<file path="src/rtl/sig_scan_pkg.sv">
package sig_scan_pkg;

    localparam int DEF_SIG_W = 32;

    typedef enum logic [1:0] {
        OP_HOLD    = 2'd0,
        OP_SHIFT   = 2'd1,
        OP_CAPTURE = 2'd2
    } chain_op_e;

    // capture dominates; shift only on the serial path
    function automatic chain_op_e decode_op(input logic capture, input logic shift_en);
        if (capture)       return OP_CAPTURE;
        else if (shift_en) return OP_SHIFT;
        else               return OP_HOLD;
    endfunction

endpackage

</file>
<file path="src/rtl/sig_alarm_latch.sv">
module sig_alarm_latch
    import sig_scan_pkg::*;
#(
    parameter int SIG_W = DEF_SIG_W
) (
    input  logic             clk,
    input  logic             rst,
    input  logic             alarm_i,
    input  logic             clear_i,
    output logic [SIG_W-1:0] sig_o
);
    // alarm takes precedence over the interval clear
    always_ff @(posedge clk) begin
        if (rst)          sig_o <= '0;
        else if (alarm_i) sig_o <= '1;
        else if (clear_i) sig_o <= '0;
    end
endmodule

</file>
<file path="src/rtl/sig_scan_ctrl.sv">
module sig_scan_ctrl
    import sig_scan_pkg::*;
#(
    parameter int SIG_W = DEF_SIG_W
) (
    input  logic      clk,
    input  logic      rst,
    input  logic      capture_i,
    input  logic      shift_en_i,
    output chain_op_e op_o,
    output logic      done_o
);
    localparam int CNT_W = $clog2(SIG_W + 1);
    localparam logic [CNT_W-1:0] FULL = CNT_W'(SIG_W);

    logic [CNT_W-1:0] cnt_q;
    logic             armed_q;

    assign op_o = decode_op(capture_i, shift_en_i);

    always_ff @(posedge clk) begin
        if (rst) begin
            cnt_q   <= '0;
            armed_q <= 1'b0;
        end else if (op_o == OP_CAPTURE) begin
            cnt_q   <= '0;
            armed_q <= 1'b1;
        end else if (op_o == OP_SHIFT && armed_q && cnt_q != FULL) begin
            cnt_q <= cnt_q + 1'b1;
        end
    end

    assign done_o = armed_q && (cnt_q == FULL);
endmodule

</file>
<file path="src/rtl/sig_scan_chain.sv">
module sig_scan_chain
    import sig_scan_pkg::*;
#(
    parameter int SIG_W = DEF_SIG_W
) (
    input  logic             clk,
    input  logic             rst,
    input  chain_op_e        op_i,
    input  logic [SIG_W-1:0] sig_i,
    input  logic             tdi_i,
    output logic [SIG_W-1:0] cells_o
);
    logic [SIG_W-1:0] ser_in;

    for (genvar i = 0; i < SIG_W; i++) begin : g_cell
        if (i == SIG_W - 1) begin : g_head
            assign ser_in[i] = tdi_i;
        end else begin : g_link
            assign ser_in[i] = cells_o[i+1];
        end

        // per-cell mux: signature bit or serial neighbour
        always_ff @(posedge clk) begin
            if (rst) begin
                cells_o[i] <= 1'b0;
            end else begin
                case (op_i)
                    OP_CAPTURE: cells_o[i] <= sig_i[i];
                    OP_SHIFT:   cells_o[i] <= ser_in[i];
                    default:    cells_o[i] <= cells_o[i];
                endcase
            end
        end
    end
endmodule

</file>
<file path="src/rtl/sig_scan_capture.sv">
module sig_scan_capture
    import sig_scan_pkg::*;
#(
    parameter int SIG_W = DEF_SIG_W
) (
    input  logic clk,
    input  logic rst,
    input  logic alarm_i,
    input  logic clear_i,
    input  logic capture_i,
    input  logic shift_en_i,
    input  logic tdi_i,
    output logic tdo_o,
    output logic shift_done_o
);
    logic [SIG_W-1:0] sig_q;
    logic [SIG_W-1:0] chain_q;
    chain_op_e        op;

    sig_alarm_latch #(.SIG_W(SIG_W)) u_latch (
        .clk(clk), .rst(rst), .alarm_i(alarm_i), .clear_i(clear_i), .sig_o(sig_q)
    );

    sig_scan_ctrl #(.SIG_W(SIG_W)) u_ctrl (
        .clk(clk), .rst(rst), .capture_i(capture_i), .shift_en_i(shift_en_i),
        .op_o(op), .done_o(shift_done_o)
    );

    sig_scan_chain #(.SIG_W(SIG_W)) u_chain (
        .clk(clk), .rst(rst), .op_i(op), .sig_i(sig_q), .tdi_i(tdi_i), .cells_o(chain_q)
    );

    assign tdo_o = chain_q[0];
endmodule

</file>
<file path="config.mk">
export PLATFORM = sky130hd
export DESIGN_NAME = sig_scan_capture
export DESIGN_NICKNAME = d
export VERILOG_FILES = /design/src/rtl/sig_scan_pkg.sv /design/src/rtl/sig_alarm_latch.sv /design/src/rtl/sig_scan_ctrl.sv /design/src/rtl/sig_scan_chain.sv /design/src/rtl/sig_scan_capture.sv
export SDC_FILE = /design/constraint.sdc
export NUM_CORES = 1
export LEC_CHECK = 0
export ABC_AREA = 1
export BUFFER_PORTS_ARGS = -buffer_cell sky130_fd_sc_hd__buf_4
export CAP_MARGIN = 10
export CORE_MARGIN = 8
export CORE_UTILIZATION = 30
export CTS_CLUSTER_DIAMETER = 30
export DETAILED_ROUTE_END_ITERATION = 10
export PLACE_DENSITY_LB_ADDON = 0.3
export SETUP_SLACK_MARGIN = 0.5
export SYNTH_ARGS = -nofsm -noshare
export SYNTH_HDL_FRONTEND = slang
export SYNTH_SLANG_ARGS = --single-unit
</file>
<file path="constraint.sdc">
create_clock -name clk -period 1.4 [get_ports clk]
set_input_delay 0.28 -clock clk [delete_from_list [all_inputs] [get_ports clk]]
set_output_delay 0.28 -clock clk [all_outputs]
set_load 0.05 [all_outputs]
</file>
# Yosys cells after proc, flatten, opt, wreduce, memory -nomap -nowiden
# Index checks and enable logic that the tools add are counted.
[totals] output_inout_bits=2 input_bits=7 elab_cells=82 ff_bits=71
[classes] eq_ne=4 n_addsub=1 n_reduce_logical=6 muxes=36
[ops] operator="32-bit 2-to-1 mux" count=2
[ops] operator="1-bit one-hot mux with 2 select lines" count=32
[ops] operator="6-bit by 1-bit adder with 6-bit output (second input constant)" count=1
[ops] operator="6-bit == test (second input constant)" count=1
[ops] operator="6-bit != test (second input constant)" count=1
[ops] operator="2-bit nonzero test" count=2
[ops] operator="1-bit logical AND" count=3
[ops] operator="2-bit by 1-bit == test with 1-bit output (second input constant)" count=1
[ops] operator="2-bit == test (second input constant)" count=1
[ops] operator="2-bit 2-to-1 mux" count=1
[ops] operator="2-bit OR reduction" count=1
[ops] operator="1-bit 2-to-1 mux" count=1

# Logic depth before layout (Yosys ltp)
[logic_depth] depth_word=5 depth_mapped=9 ltp_nobuf=9

# Hierarchy
# Synthesis repeated with hierarchy kept, for this count alone.
[hier_totals] hier_cells=374 area_unflattened_um2=2392.3
[modules_own_cells] mod="sig_scan_chain" seq_area_each_um2=640.6 cells_per_inst=276 area_per_inst_um2=1665.3 n_inst=1
[modules_own_cells] mod="sig_scan_ctrl" seq_area_each_um2=140.1 cells_per_inst=62 area_per_inst_um2=454.2 n_inst=1
[modules_own_cells] mod="sig_alarm_latch" seq_area_each_um2=20.0 cells_per_inst=36 area_per_inst_um2=272.8 n_inst=1

# Worst setup path before layout
# Ideal clock, no wire load.
[synth_timing] kind="register -> output" startpoint="register u_ctrl.cnt_q[0]" endpoint="output port shift_done_o" stages_incl_launch_ff=7 path_buffers=0 arrival_time_ps=1395 required_ps=1120 slack_ps=-275 cell_sequence="dfxtp_1 -> inv_1 -> ha_1 -> nand2_1 -> inv_1 -> nand3_2 -> nor2_1"
[synth_via] elab_chain_cells=2
[synth_rtl] element="from (decl)" line_no="sig_scan_ctrl.sv:16" rtl="logic [CNT_W-1:0] cnt_q;"
[synth_rtl] element="from (signal assigned)" line_no="sig_scan_ctrl.sv:29" rtl="cnt_q <= cnt_q + 1'b1;"
[synth_rtl] element="6-bit == test" line_no="sig_scan_ctrl.sv:33" rtl="assign done_o = armed_q && (cnt_q == FULL);"
[synth_rtl] element="1-bit logical AND" line_no="sig_scan_ctrl.sv:33"
[synth_rtl] element="to (decl)" line_no="sig_scan_capture.sv:14" rtl="output logic shift_done_o"
# Every way passes these cells.

# Worst setup path after layout
# Ends and elaborated chain as after synthesis.

==> flow_metrics.tcl <==
set metrics [dict create \
    final_cells 361 \
    regArea_sq_um 805.8 \
    io_pins 9 \
    final_nets 294 \
    dieArea_sq_mm 0.008707 \
    yosys.area.top_type_share 0.4466 \
    rsz0062_at_grt "true" \
    relSlewSlack 0.7443 \
    multiInputGateArea_sq_um 991.0 \
    grt_pass1_wl_mm 6.147 \
    p_leak_nw 1.396 \
    n_fill_cell 570 \
    ctsHoldBuffers 0 \
    slew_viol_final 0 \
    grt_util_met3 0.02484 \
    met2_usage 0.1551 \
    fin_crit_ns 1.503 \
    async_flop_share 0 \
    synth_edf_count 0 \
    cap_violations 0 \
    top_usage_layer "met2" \
    synth_common_cells "108 x nand2_1, 43 x inv_1, 40 x dfxtp_1" \
    drive_gt1_frac 0.2972 \
    io_buffers 8 \
    grt_pass1_vias 1477 \
    worstMarginPinSlew_ns 0.3821 \
    cts_tree "done" \
    cts_buffers 5 \
    area_growth_pct 35.38 \
    grtUsageTotal 0.08573 \
    dp.cells 346 \
    fin_crit_sh 1.074 \
    fin_ws_ns -0.1030 \
    dpl_cell_area_sq_mm 0.001993 \
    htree_levels 2 \
    finalPower_mw 2.304 \
    hold_class "input pin to register" \
    first_pass_iters 3 \
    fmax_ghz 0.6653 \
    via_per_inst 4.305 \
    grt_start_max_net_pins 33 \
    cp-start-kind "register" \
    initial_core_util 0.3065 \
    overflow 0 \
    pwr_density_cell_mw_per_mm2 949.2 \
    cp.arrival_ns 1.22 \
    yosys-top-cells-area "dfxtp_1 45%, nand2_1 23%, nand3_1 10%" \
    yosysSeqAreaShare 0.4466 \
    ff2ff_setup_slack_ns 0.02 \
    wl_per_cell_microns 10.39 \
    worstSkewPairLatency_ns 0.29 \
    hold_viol_final 0 \
    cp_max_fo 2 \
    synth.avg_cell_area_sq_um 6.641 \
    yosysTopAreaCell "dfxtp_1" \
    cp.required_ns 1.12 \
    synth_seq_cells 40 \
    final.setup.tns_ns -0.1030 \
    status "finished, violations left" \
    die_h_microns 93.31 \
    critPathKind "register to output pin" \
    yosysMostFrequentCell "nand2_1" \
    antenna_found_initial 0 \
    grt_util_met1 0.09009 \
    routed_wl_mm 3.752 \
    cts_root_buf "clkbuf_8" \
    worstSetupEndpointType "output pin" \
    synthDistinctLibCells 18 \
    hold_slack_ns 0.1566 \
    drtAntennaViolNets 0 \
    synth_flop_cell "dfxtp_1" \
    violations "negative setup slack" \
    syn_inst 270 \
    vias 1554 \
    clock_skew_ns 0.005462 \
    drc_errors 0 \
    synth_area_sq_mm 0.001793 \
    clock_path_buffers 2 \
    setup-violations-final 1 \
    antenna_cells 0 \
    hpwl_mm 1.880 \
    yosysWarningCount 0 \
    cts_sinks 40 \
    drtIter0Drc 76 \
    gp_congestion 0.6984 \
    post-route-cell-area_sq_mm 0.002427 \
    clkTransAtPathRegs_ns 0.08 \
    ir_worst_vdd_mv 0.6219 \
    synth_nets 279 \
    rows 28 \
    die_width_microns 93.31 \
    coreArea_sq_mm 0.005851 \
]
-- cells by family (layout without fill, tap and decap cells) --
kind of cell             after synthesis  after routing  synth area share
XOR/XNOR                               1              1          0.004886
AND/OR/NAND/NOR                      163            163            0.3775
flip-flops                            40             40            0.4466
adder cells (fa/ha/maj)                2              2           0.01395
AO/OA/AOI/OAI                          7              7           0.02094
buffers and inverters                 57             73            0.1361
-- cell type report --
cell class / instances / share of cell area
clock inverter: 2 / 0.006186
timing repair buffer: 20 / 0.1113
clock buffer: 6 / 0.03402
sequential: 40 / 0.3320
inverter: 45 / 0.06959
tap: 75 / 0.03866
multi-input combinational: 173 / 0.4082
-- flip-flops by register name (all words and copies together) (netlist names) --
signal and count:
u_chain.cells_o 32, u_ctrl.armed_q 1, u_ctrl.cnt_q 6, u_latch.sig_o 1
-- report_power, final --
part / internal, mW / switching [mW] / total [mW]
clock: 0.399 / 0.424 / 0.823
combinational: 0.119 / 0.152 / 0.270
sequential: 1.19 / 0.0246 / 1.21
total: 1.70 / 0.600 / 2.30
-- critical path: stages (launching register included) --
cell and delay [ns]:
dfxtp_2 0.33, inv_2 0.07, ha_4 0.12, nand2_2 0.04, inv_2 0.06, nand3_4 0.07, nor2_4 0.09, buf_6 0.16
-- through the flow --
stage               utilization  setup slack (ns)
floorplan                     -            0.1302
finish                   0.4149           -0.1030
CTS                      0.3704           -0.1152
global route             0.4149           -0.1790
detailed placement       0.3407            0.1182
global placement         0.3407            0.1216
-- layer usage --
layer  part of all wire  wire [microns]
met1               0.47            1751
met5                  0               0
met3              0.027             100
met4              0.015              58
met2               0.49            1841
-- worst paths after layout --
path / start / depth (start not counted) / endpoint
max: u_ctrl.cnt_q[0]$_SDFFE_PP0P_ / 7 / shift_done_o
min reg2reg: u_ctrl.cnt_q[2]$_SDFFE_PP0P_ / 2 / u_ctrl.cnt_q[2]$_SDFFE_PP0P_
max reg2reg: u_ctrl.cnt_q[0]$_SDFFE_PP0P_ / 10 / u_ctrl.cnt_q[0]$_SDFFE_PP0P_
min: rst / 2 / u_latch.sig_o[30]$_SDFFE_PP0P_
-- what timing repair did --
item                       in CTS  in global routing
setup endpoints to repair       9                 40
hold endpoints to repair        0                  0
gates resized for setup         8                 44
cloned                          1                  2
buffers inserted                3                  1
pin swaps                       2                 34
-- cell usage in the layout (no fill, tap or decap), drive strengths merged --
cell	n
nand2	109
inv	45
dfxtp	40
nand3	38
buf	18
nor2	16
clkbuf	8
a21oi	4
o21ai	2
clkinvlp	2
ha	2
xor2	1
a21boi	1
Power figures use the tool's default switching activity.
